==> src/rtl/ivg_pkg.sv <==
package ivg_pkg;

  // Phases of one acknowledge handshake
  typedef enum logic [0:0] {
    ACK_IDLE = 1'b0,
    ACK_HOLD = 1'b1
  } ack_phase_e;

  // Index width for a given number of sources
  function automatic int unsigned idx_width(input int unsigned n);
    return (n > 1) ? $clog2(n) : 1;
  endfunction

endpackage

==> src/rtl/ivg_prio_enc.sv <==
module ivg_prio_enc #(
  parameter int unsigned WIDTH = 8,
  localparam int unsigned IDX_W = ivg_pkg::idx_width(WIDTH)
) (
  input  logic [WIDTH-1:0] req,
  output logic [IDX_W-1:0] idx,
  output logic             vld
);

  // Walk from the least urgent bit down so the lowest index wins.
  always_comb begin
    idx = '0;
    vld = 1'b0;
    for (int i = WIDTH - 1; i >= 0; i--) begin
      if (req[i]) begin
        idx = IDX_W'(i);
        vld = 1'b1;
      end
    end
  end

endmodule

==> src/rtl/ivg_svc_mask.sv <==
module ivg_svc_mask #(
  parameter int unsigned N_SRC = 8
) (
  input  logic [N_SRC-1:0] in_svc,
  output logic [N_SRC-1:0] allowed
);

  // A source is allowed only if no in-service bit is set at or above
  // its own priority (index 0 to its own index).
  logic [N_SRC:0] blocked;

  assign blocked[0] = 1'b0;

  generate
    for (genvar g = 0; g < N_SRC; g++) begin : g_prefix
      assign blocked[g+1] = blocked[g] | in_svc[g];
      assign allowed[g]   = ~blocked[g+1];
    end
  endgenerate

endmodule

==> src/rtl/ivg_ack_ctl.sv <==
module ivg_ack_ctl #(
  parameter int unsigned N_SRC = 8,
  localparam int unsigned IDX_W = ivg_pkg::idx_width(N_SRC)
) (
  input  logic             clk,
  input  logic             rst_n,
  input  logic             ack_n_i,
  input  logic [IDX_W-1:0] win_idx,
  input  logic             win_vld,
  output logic             in_ack,
  output logic [IDX_W-1:0] hold_idx,
  output logic             hold_vld,
  output logic             done_stb
);
  import ivg_pkg::*;

  ack_phase_e       phase_q, phase_d;
  logic             cap_en;
  logic [IDX_W-1:0] hold_idx_q;
  logic             hold_vld_q;

  // Next-state logic
  always_comb begin
    phase_d = phase_q;
    unique case (phase_q)
      ACK_IDLE: if (!ack_n_i) phase_d = ACK_HOLD;
      ACK_HOLD: if (ack_n_i)  phase_d = ACK_IDLE;
      default:                phase_d = ACK_IDLE;
    endcase
  end

  assign cap_en   = (phase_q == ACK_IDLE) && !ack_n_i;
  assign done_stb = (phase_q == ACK_HOLD) && ack_n_i;
  assign in_ack   = (phase_q == ACK_HOLD);
  assign hold_idx = hold_idx_q;
  assign hold_vld = hold_vld_q;

  // Registers
  always_ff @(posedge clk or negedge rst_n) begin
    if (!rst_n) begin
      phase_q <= ACK_IDLE;
    end else begin
      phase_q <= phase_d;
    end
  end

  always_ff @(posedge clk or negedge rst_n) begin
    if (!rst_n) begin
      hold_idx_q <= '0;
      hold_vld_q <= 1'b0;
    end else if (cap_en) begin
      hold_idx_q <= win_idx;
      hold_vld_q <= win_vld;
    end
  end

  // the captured choice does not move during a held acknowledge
  assert_hold_stable_R5: assert property (
    @(posedge clk) disable iff (!rst_n)
    (phase_q == ACK_HOLD && !ack_n_i) |=> ($stable(hold_idx_q) && $stable(hold_vld_q))
  );

endmodule

==> src/rtl/irq_vector_gen.sv <==
module irq_vector_gen #(
  parameter int unsigned N_SRC    = 8,
  parameter int unsigned VEC_W    = 8,
  parameter int unsigned VEC_BASE = 32'h20
) (
  input  logic             clk,
  input  logic             rst_n,
  input  logic [N_SRC-1:0] req_n_i,
  input  logic             ack_n_i,
  input  logic             eos_i,
  output logic             int_o,
  output logic [VEC_W-1:0] vec_o,
  output logic             vec_oe_o,
  output logic [N_SRC-1:0] clr_o
);
  localparam int unsigned IDX_W = ivg_pkg::idx_width(N_SRC);
  localparam logic [VEC_W-1:0] VEC_NONE = VEC_W'(VEC_BASE + N_SRC);

  logic [N_SRC-1:0] in_svc_q, in_svc_d;
  logic [N_SRC-1:0] clr_q, clr_d;
  logic [N_SRC-1:0] req_act, allowed, elig;
  logic [IDX_W-1:0] win_idx, svc_idx, hold_idx, cur_idx;
  logic             win_vld, svc_vld, hold_vld, cur_vld;
  logic             in_ack, done_stb, svc_en, set_fire;
  logic [N_SRC-1:0] set_vec, eos_vec;
  logic [VEC_W-1:0] vec_val;

  // Request merge and masking
  assign req_act = ~req_n_i;

  ivg_svc_mask #(.N_SRC(N_SRC)) u_mask (
    .in_svc  (in_svc_q),
    .allowed (allowed)
  );

  assign elig  = req_act & allowed;
  assign int_o = |elig;

  ivg_prio_enc #(.WIDTH(N_SRC)) u_win_enc (
    .req (elig),
    .idx (win_idx),
    .vld (win_vld)
  );

  // Most urgent in-service level, retired by end-of-service
  ivg_prio_enc #(.WIDTH(N_SRC)) u_svc_enc (
    .req (in_svc_q),
    .idx (svc_idx),
    .vld (svc_vld)
  );

  ivg_ack_ctl #(.N_SRC(N_SRC)) u_ack (
    .clk      (clk),
    .rst_n    (rst_n),
    .ack_n_i  (ack_n_i),
    .win_idx  (win_idx),
    .win_vld  (win_vld),
    .in_ack   (in_ack),
    .hold_idx (hold_idx),
    .hold_vld (hold_vld),
    .done_stb (done_stb)
  );

  // Vector bus
  assign cur_idx  = in_ack ? hold_idx : win_idx;
  assign cur_vld  = in_ack ? hold_vld : win_vld;
  assign vec_val  = cur_vld ? (VEC_W'(VEC_BASE) + VEC_W'(cur_idx)) : VEC_NONE;
  assign vec_oe_o = ~ack_n_i;
  assign vec_o    = ack_n_i ? '0 : vec_val;

  // One-hot decode of captured and retiring indices
  generate
    for (genvar g = 0; g < N_SRC; g++) begin : g_dec
      assign set_vec[g] = (hold_idx == IDX_W'(g));
      assign eos_vec[g] = svc_vld && (svc_idx == IDX_W'(g));
    end
  endgenerate

  assign set_fire = done_stb && hold_vld;
  assign svc_en   = eos_i || set_fire;

  // Next-state for service tracking and clear pulse
  always_comb begin
    in_svc_d = in_svc_q;
    if (eos_i)    in_svc_d = in_svc_d & ~eos_vec;
    if (set_fire) in_svc_d = in_svc_d | set_vec;
    clr_d = set_fire ? set_vec : '0;
  end

  // Registers
  always_ff @(posedge clk or negedge rst_n) begin
    if (!rst_n) begin
      in_svc_q <= '0;
    end else if (svc_en) begin
      in_svc_q <= in_svc_d;
    end
  end

  always_ff @(posedge clk or negedge rst_n) begin
    if (!rst_n) begin
      clr_q <= '0;
    end else begin
      clr_q <= clr_d;
    end
  end

  assign clr_o = clr_q;

  // clear pulse addresses at most one device
  assert_clr_onehot_R7: assert property (
    @(posedge clk) disable iff (!rst_n) $onehot0(clr_o)
  );

  // clear pulse lasts a single cycle
  assert_clr_single_R7: assert property (
    @(posedge clk) disable iff (!rst_n) (|clr_o) |=> (clr_o == '0)
  );

  // at most one new in-service level per cycle
  assert_svc_one_new_R6: assert property (
    @(posedge clk) disable iff (!rst_n)
    $countones(in_svc_q & ~$past(in_svc_q)) <= 1
  );

  // a newly serviced level is always more urgent than the ones in service
  assert_preempt_order_R3: assert property (
    @(posedge clk) disable iff (!rst_n)
    (|(in_svc_q & ~$past(in_svc_q))) |->
      ((in_svc_q & ~$past(in_svc_q)) < ($past(in_svc_q) & ~($past(in_svc_q) - 1'b1))
       || ($past(in_svc_q) == '0))
  );

endmodule

==> config.mk <==
export PLATFORM = sky130hd
export DESIGN_NAME = irq_vector_gen
export DESIGN_NICKNAME = d
export VERILOG_FILES = /design/src/rtl/ivg_pkg.sv /design/src/rtl/ivg_prio_enc.sv /design/src/rtl/ivg_svc_mask.sv /design/src/rtl/ivg_ack_ctl.sv /design/src/rtl/irq_vector_gen.sv
export SDC_FILE = /design/constraint.sdc
export NUM_CORES = 1
export LEC_CHECK = 0
export ABC_CLOCK_PERIOD_IN_PS = 1600
export BUFFER_PORTS_ARGS = -buffer_cell sky130_fd_sc_hd__buf_4
export CORE_MARGIN = 1
export CORE_UTILIZATION = 45
export DETAILED_ROUTE_END_ITERATION = 16
export HOLD_SLACK_MARGIN = 0.06
export PLACE_DENSITY = 0.81
export SLEW_MARGIN = 20
export SYNTH_ARGS = -nofsm -noshare
export SYNTH_HDL_FRONTEND = slang
export SYNTH_SLANG_ARGS = --single-unit
==> constraint.sdc <==
create_clock -name clk -period 1.6 [get_ports clk]
set_input_delay 0.16 -clock clk [delete_from_list [all_inputs] [get_ports clk]]
set_output_delay 0.16 -clock clk [all_outputs]
set_load 0.01 [all_outputs]
### Yosys cells after proc, flatten, opt, wreduce, memory -nomap -nowiden

Cells that the tools add are included.
Widths: inputs -> output; s select.

| storage, ports and cells | value |
|---|---|
| flip-flop bits (word level) | 21 |
| logic and storage cells | 98 |
| input bits | 12 |
| output and inout port bits | 18 |

| cells by class | value |
|---|---|
| add/sub/neg operators | 1 |
| multiplexer cells | 40 |
| eq/ne operators | 14 |
| reduce and logical (&&, ||, !) cells | 16 |
| bitwise logic cells | 22 |

Operators by type and width:

| operator | number |
|---|---|
| $mux 3 | 17 |
| $eq 3x3->1 const B | 8 |
| $mux 8 | 3 |
| $mux 1 | 18 |
| $and 8x8->8 | 2 |
| $not 8->8 | 2 |
| $mux 7 | 2 |
| $eq 3x2->1 const B | 4 |
| $logic_and 1x1->1 | 11 |
| $not 1->1 | 10 |
| $or 8x8->8 | 1 |
| $reduce_or 8->1 | 1 |
| $add 6x3->7 const A | 1 |
| $or 1x1->1 | 7 |
| $eq 3x1->1 const B | 2 |
| $logic_not 3->1 | 2 |
| $logic_not 1->1 | 1 |
| $logic_or 1x1->1 | 1 |

### Logic depth before layout (Yosys ltp)

| logic depth | value |
|---|---|
| depth in word-level cells | 21 |
| mapped depth | 5 |
| gate-level depth less buffers | 4 |

### Hierarchy

A second synthesis with hierarchy kept.

| second synthesis, totals | value |
|---|---|
| cell total of the unflattened synthesis | 123 |
| area, all modules | 1193.6 um2 |

Modules (own cells, without submodules):

| module | area each (um2) | times used | sequential area each (um2) | cells each |
|---|---|---|---|---|
| irq_vector_gen | 752.0 | 1 | 400.4 | 75 |
| ivg_ack_ctl | 207.7 | 1 | 125.1 | 12 |
| ivg_prio_enc | 80.1 | 2 | 0.0 | 13 |
| ivg_svc_mask | 73.8 | 1 | 0.0 | 10 |

### Worst setup path after synthesis

OpenSTA, ideal clock, no wires.

| timing | value |
|---|---|
| path kind | register to output |
| start | register in_svc_q[2] |
| end | output vec_o[0] |
| cell stages (with the launch flop) | 6 |
| slack | -0.026 ns |
| data required time | 1.440 ns |
| buffers on the path | 1 |
| arrival time | 1.466 ns |
| cell sequence | dfrtp_1 -> clkbuf_2 -> nor4_1 -> o2111ai_1 -> a221oi_1 -> a21o_1 |

| between the ends | value |
|---|---|
| cells in the longest elaborated chain, start to end | 20 |
| elaborated cells between the ends (all ways) | 34 |
| classes of those cells | 1 x add/sub; 20 x mux; 13 x bitwise |

RTL lines:

| element | line | RTL |
|---|---|---|
| start, declared | irq_vector_gen.sv:19 | `logic [N_SRC-1:0] in_svc_q, in_svc_d;` |
| start signal, assigned | irq_vector_gen.sv:95 | `in_svc_q <= in_svc_d;` |
| $or 1x1->1 * | ivg_svc_mask.sv:16 | `assign blocked[g+1] = blocked[g] \| in_svc[g];` |
| $or 1x1->1 (5 in series) | ivg_svc_mask.sv:16 |  |
| $not 1->1 | ivg_svc_mask.sv:17 | `assign allowed[g] = ~blocked[g+1];` |
| $and 8x8->8 * | irq_vector_gen.sv:36 | `assign elig = req_act & allowed;` |
| $mux 3 (8 in series) | ivg_prio_enc.sv:15 | `if (req[i]) begin` |
| $mux 3 | irq_vector_gen.sv:65 | `assign cur_idx = in_ack ? hold_idx : win_idx;` |
| $add 6x3->7 | irq_vector_gen.sv:67 | `assign vec_val = cur_vld ? (VEC_W'(VEC_BASE) + VEC_W'(cur_idx)) : VEC_NONE;` |
| $mux 7 * | irq_vector_gen.sv:67 |  |
| $mux 7 * | irq_vector_gen.sv:69 | `assign vec_o = ack_n_i ? '0 : vec_val;` |
| end, declared | irq_vector_gen.sv:12 | `output logic [VEC_W-1:0] vec_o,` |

Mark *: on every way between the ends. The rest lies on a longest branch, timed or not.

### Worst setup path in the final report

Same ends and word-level chain as after synthesis.

==> qor.txt <==
Skew-Pair Late Insertion Delay = 0.31 ns
Critical Path Max Stage Delay = 0.48 ns
clock skew = 0.00317 ns
Antenna Cells = 0
DR pass1 iterations = 4
Synth cell types = 30
total global-route track usage = 0.240
Max Slew Vio Count = 0
nets@finish = 168
Detail Route Antenna Nets = 0
Inst Count DP = 171
Syn. warnings = 0
endpoints failing setup = 9
non-filler instance count after layout = 182
# clock sinks = 21
CP Launch Type = register
Synth top cells by count = 21 x dfrtp_1, 11 x nor2_1, 11 x o21ai_0
synth top area cells = dfrtp_1 52%, o21ai_0 5.4%, a21o_1 5.2%
most numerous cell in the Yosys netlist = dfrtp_1
Leak = 0.774 nW
number of max-cap violations = 0
Routed WL = 2680 um
CP max-delay cell = dfrtp_2
ys flop type = dfrtp_1
Hold WC Path Type = in -> reg
Mapped Area = 1010 sq um
die area = 2450 sq um
run status = finished, violations left
antenna violations before repair = 0
violated checks = negative setup slack
Crit path arrival time = 1.87 ns
Clk pin slew, worst setup/hold paths = 0.13 ns
DR WL/cell = 14.7 um
fin crit share = 1.27
via/cell ratio = 5.47
clk buf depth = 2
sequential area share after synthesis = 0.519
largest net degree at the start of global routing = 22
dpl cell area = 1330 sq um
Area Growth Syn to Fin = 44.2%
Worst Path Buf+Inv = 1
mean post-synth cell area = 9.47 sq um
total power = 0.00236 W
vias in the first global route = 969
total number of vias = 996
peak supply drop = 1.03 mV
worst path cell trace = nor4_4, o2111ai_1, a221oi_2, a21o_1, buf_4
Final Hold Fails = 0
CTS Buf Count = 3
Cell Pwr Density = 1610 nW/um^2
RR Endpoint = in_svc_q[7]
area leader, netlist = dfrtp_1
fin crit period = 2.03 ns
setup ws final = -0.425 ns
Critical Path Stages = 5
reg2reg start = in_svc_q[2]
DRC = 0
# IOs = 30
hold slack final = 0.168 ns
Crit Path Max Fanout = 4
CTS tree = yes
fmax = 0.494 GHz
H-tree lvl count = 1
WP data required = 1.44 ns
I/O Buffers = 26
Overflow after GRT = 0
layout cells sized above 1 = 0.406
Synth top area share = 0.519
async set-reset flop share out of synthesis = 1.00
final instance area = 1460 sq um
gpl congestion = 0.816
Setup Crit Path Kind = reg -> out
r2r setup slk = -0.32 ns
Post-synth EDFFs = 0
R2R cell count = 7
Seq cells post-synth = 21
Die H = 49.5 um
FP Rows = 16
Starting Density = 0.496
capturing element type of the critical path = output port
CTS Root Cell = clkbuf_4
first-pass GRT wire length = 4310 um
CP top delay family = compound AO/OA/AOI/OAI gates
min-delay src = eos_i
Die W = 49.5 um
Core Box Area = 2040 sq um
Setup crit end = vec_o[0]
Detailed Route Iter0 Violations = 24
crit path launch = in_svc_q[2]
RSZ-0062 raised after global routing = true
Gate Count Post-Synth = 107
DP Wirelength = 1780 um
state kept, by name, summed over array words and instances, names as in the netlist:
name	cells
u_ack.hold_idx	3
in_svc_q	8
u_ack.in_ack	1
clr_o	8
u_ack.hold_vld	1
worst min path at each step:
stage | slack, ns | to | depth (start not counted)
floorplan | -0.14 | clr_o[0] | 0
global placement | 0.05 | clr_o[6] | 1
detailed placement | 0.06 | clr_o[5] | 1
CTS | 0.16 | in_svc_q[5] | 3
global route | 0.18 | u_ack.hold_idx[1] | 3
finish | 0.17 | in_svc_q[5] | 3
cell type report:
class / instances / area [sq um]
Fill cell: 164 / 581
Sequential cell: 21 / 529
Multi-Input combinational cell: 75 / 473
Timing Repair Buffer: 48 / 369
Tap cell: 27 / 33.8
Inverter: 7 / 26.3
Clock buffer: 3 / 22.5
Clock inverter: 1 / 7.51
stage by stage:
stage / utilization / TNS [ns] / setup WS [ns]
2_1_floorplan: - / 0 / 0.0435
3_3_place_gp: 0.651 / -0.0282 / -0.0162
3_5_place_dp: 0.651 / -0.209 / -0.0631
4_1_cts: 0.707 / -1.62 / -0.339
5_1_grt: 0.716 / -3.11 / -0.477
6_report: 0.716 / -2.32 / -0.425
cell usage in the layout, fill, tap and decap left out, types with 5 or more instances in the layout:
master	Yosys	layout
a21o_1	7	7
buf_4	4	45
dfrtp_1	21	18
inv_1	6	6
nand2_1	9	9
nand3_1	5	5
nor2_1	11	10
o21ai_0	11	8
tightest hold or removal path: stages:
cell and delay [ns]:
buf_4 0.13, nand4_1 0.06, a21o_1 0.10
what timing repair did:
item                                    4_1_cts  5_1_grt
hold endpoints to repair                     22        0
setup buffers                                 3        2
gates resized for setup                      10        2
gates cloned                                  0        0
hold buffers                                  2        0
pin swaps                                     4        1
endpoints found under the setup margin        7        9
kinds of logic (layout without fill, tap and decap cells):
logic type,Yosys count,after routing,synth area share
compound gates,28,28,0.191
other cells,1,3,0.00370
simple gates,44,44,0.222
buf+inv,13,59,0.0642
flops,21,21,0.519
where the power goes:
part / switching [W] / leakage [nW] / internal, W
logic: 0.000541 / 0.485 / 0.000669
registers: 0.000210 / 0.276 / 0.000666
clock network: 0.000178 / 0.0139 / 0.0000951
routing by layer:
metal / track usage / routed length (um) / vias to the layer above / part of all wire
met5: 0 / 0 / - / 0
met4: 0.0905 / 35 / 0 / 0.013
met3: 0.0370 / 137 / 6 / 0.051
met2: 0.438 / 1390 / 42 / 0.52
met1: 0.282 / 1110 / 477 / 0.42
li1: - / - / 471 / -
No activity file was read; power rests on OpenSTA's default activity.
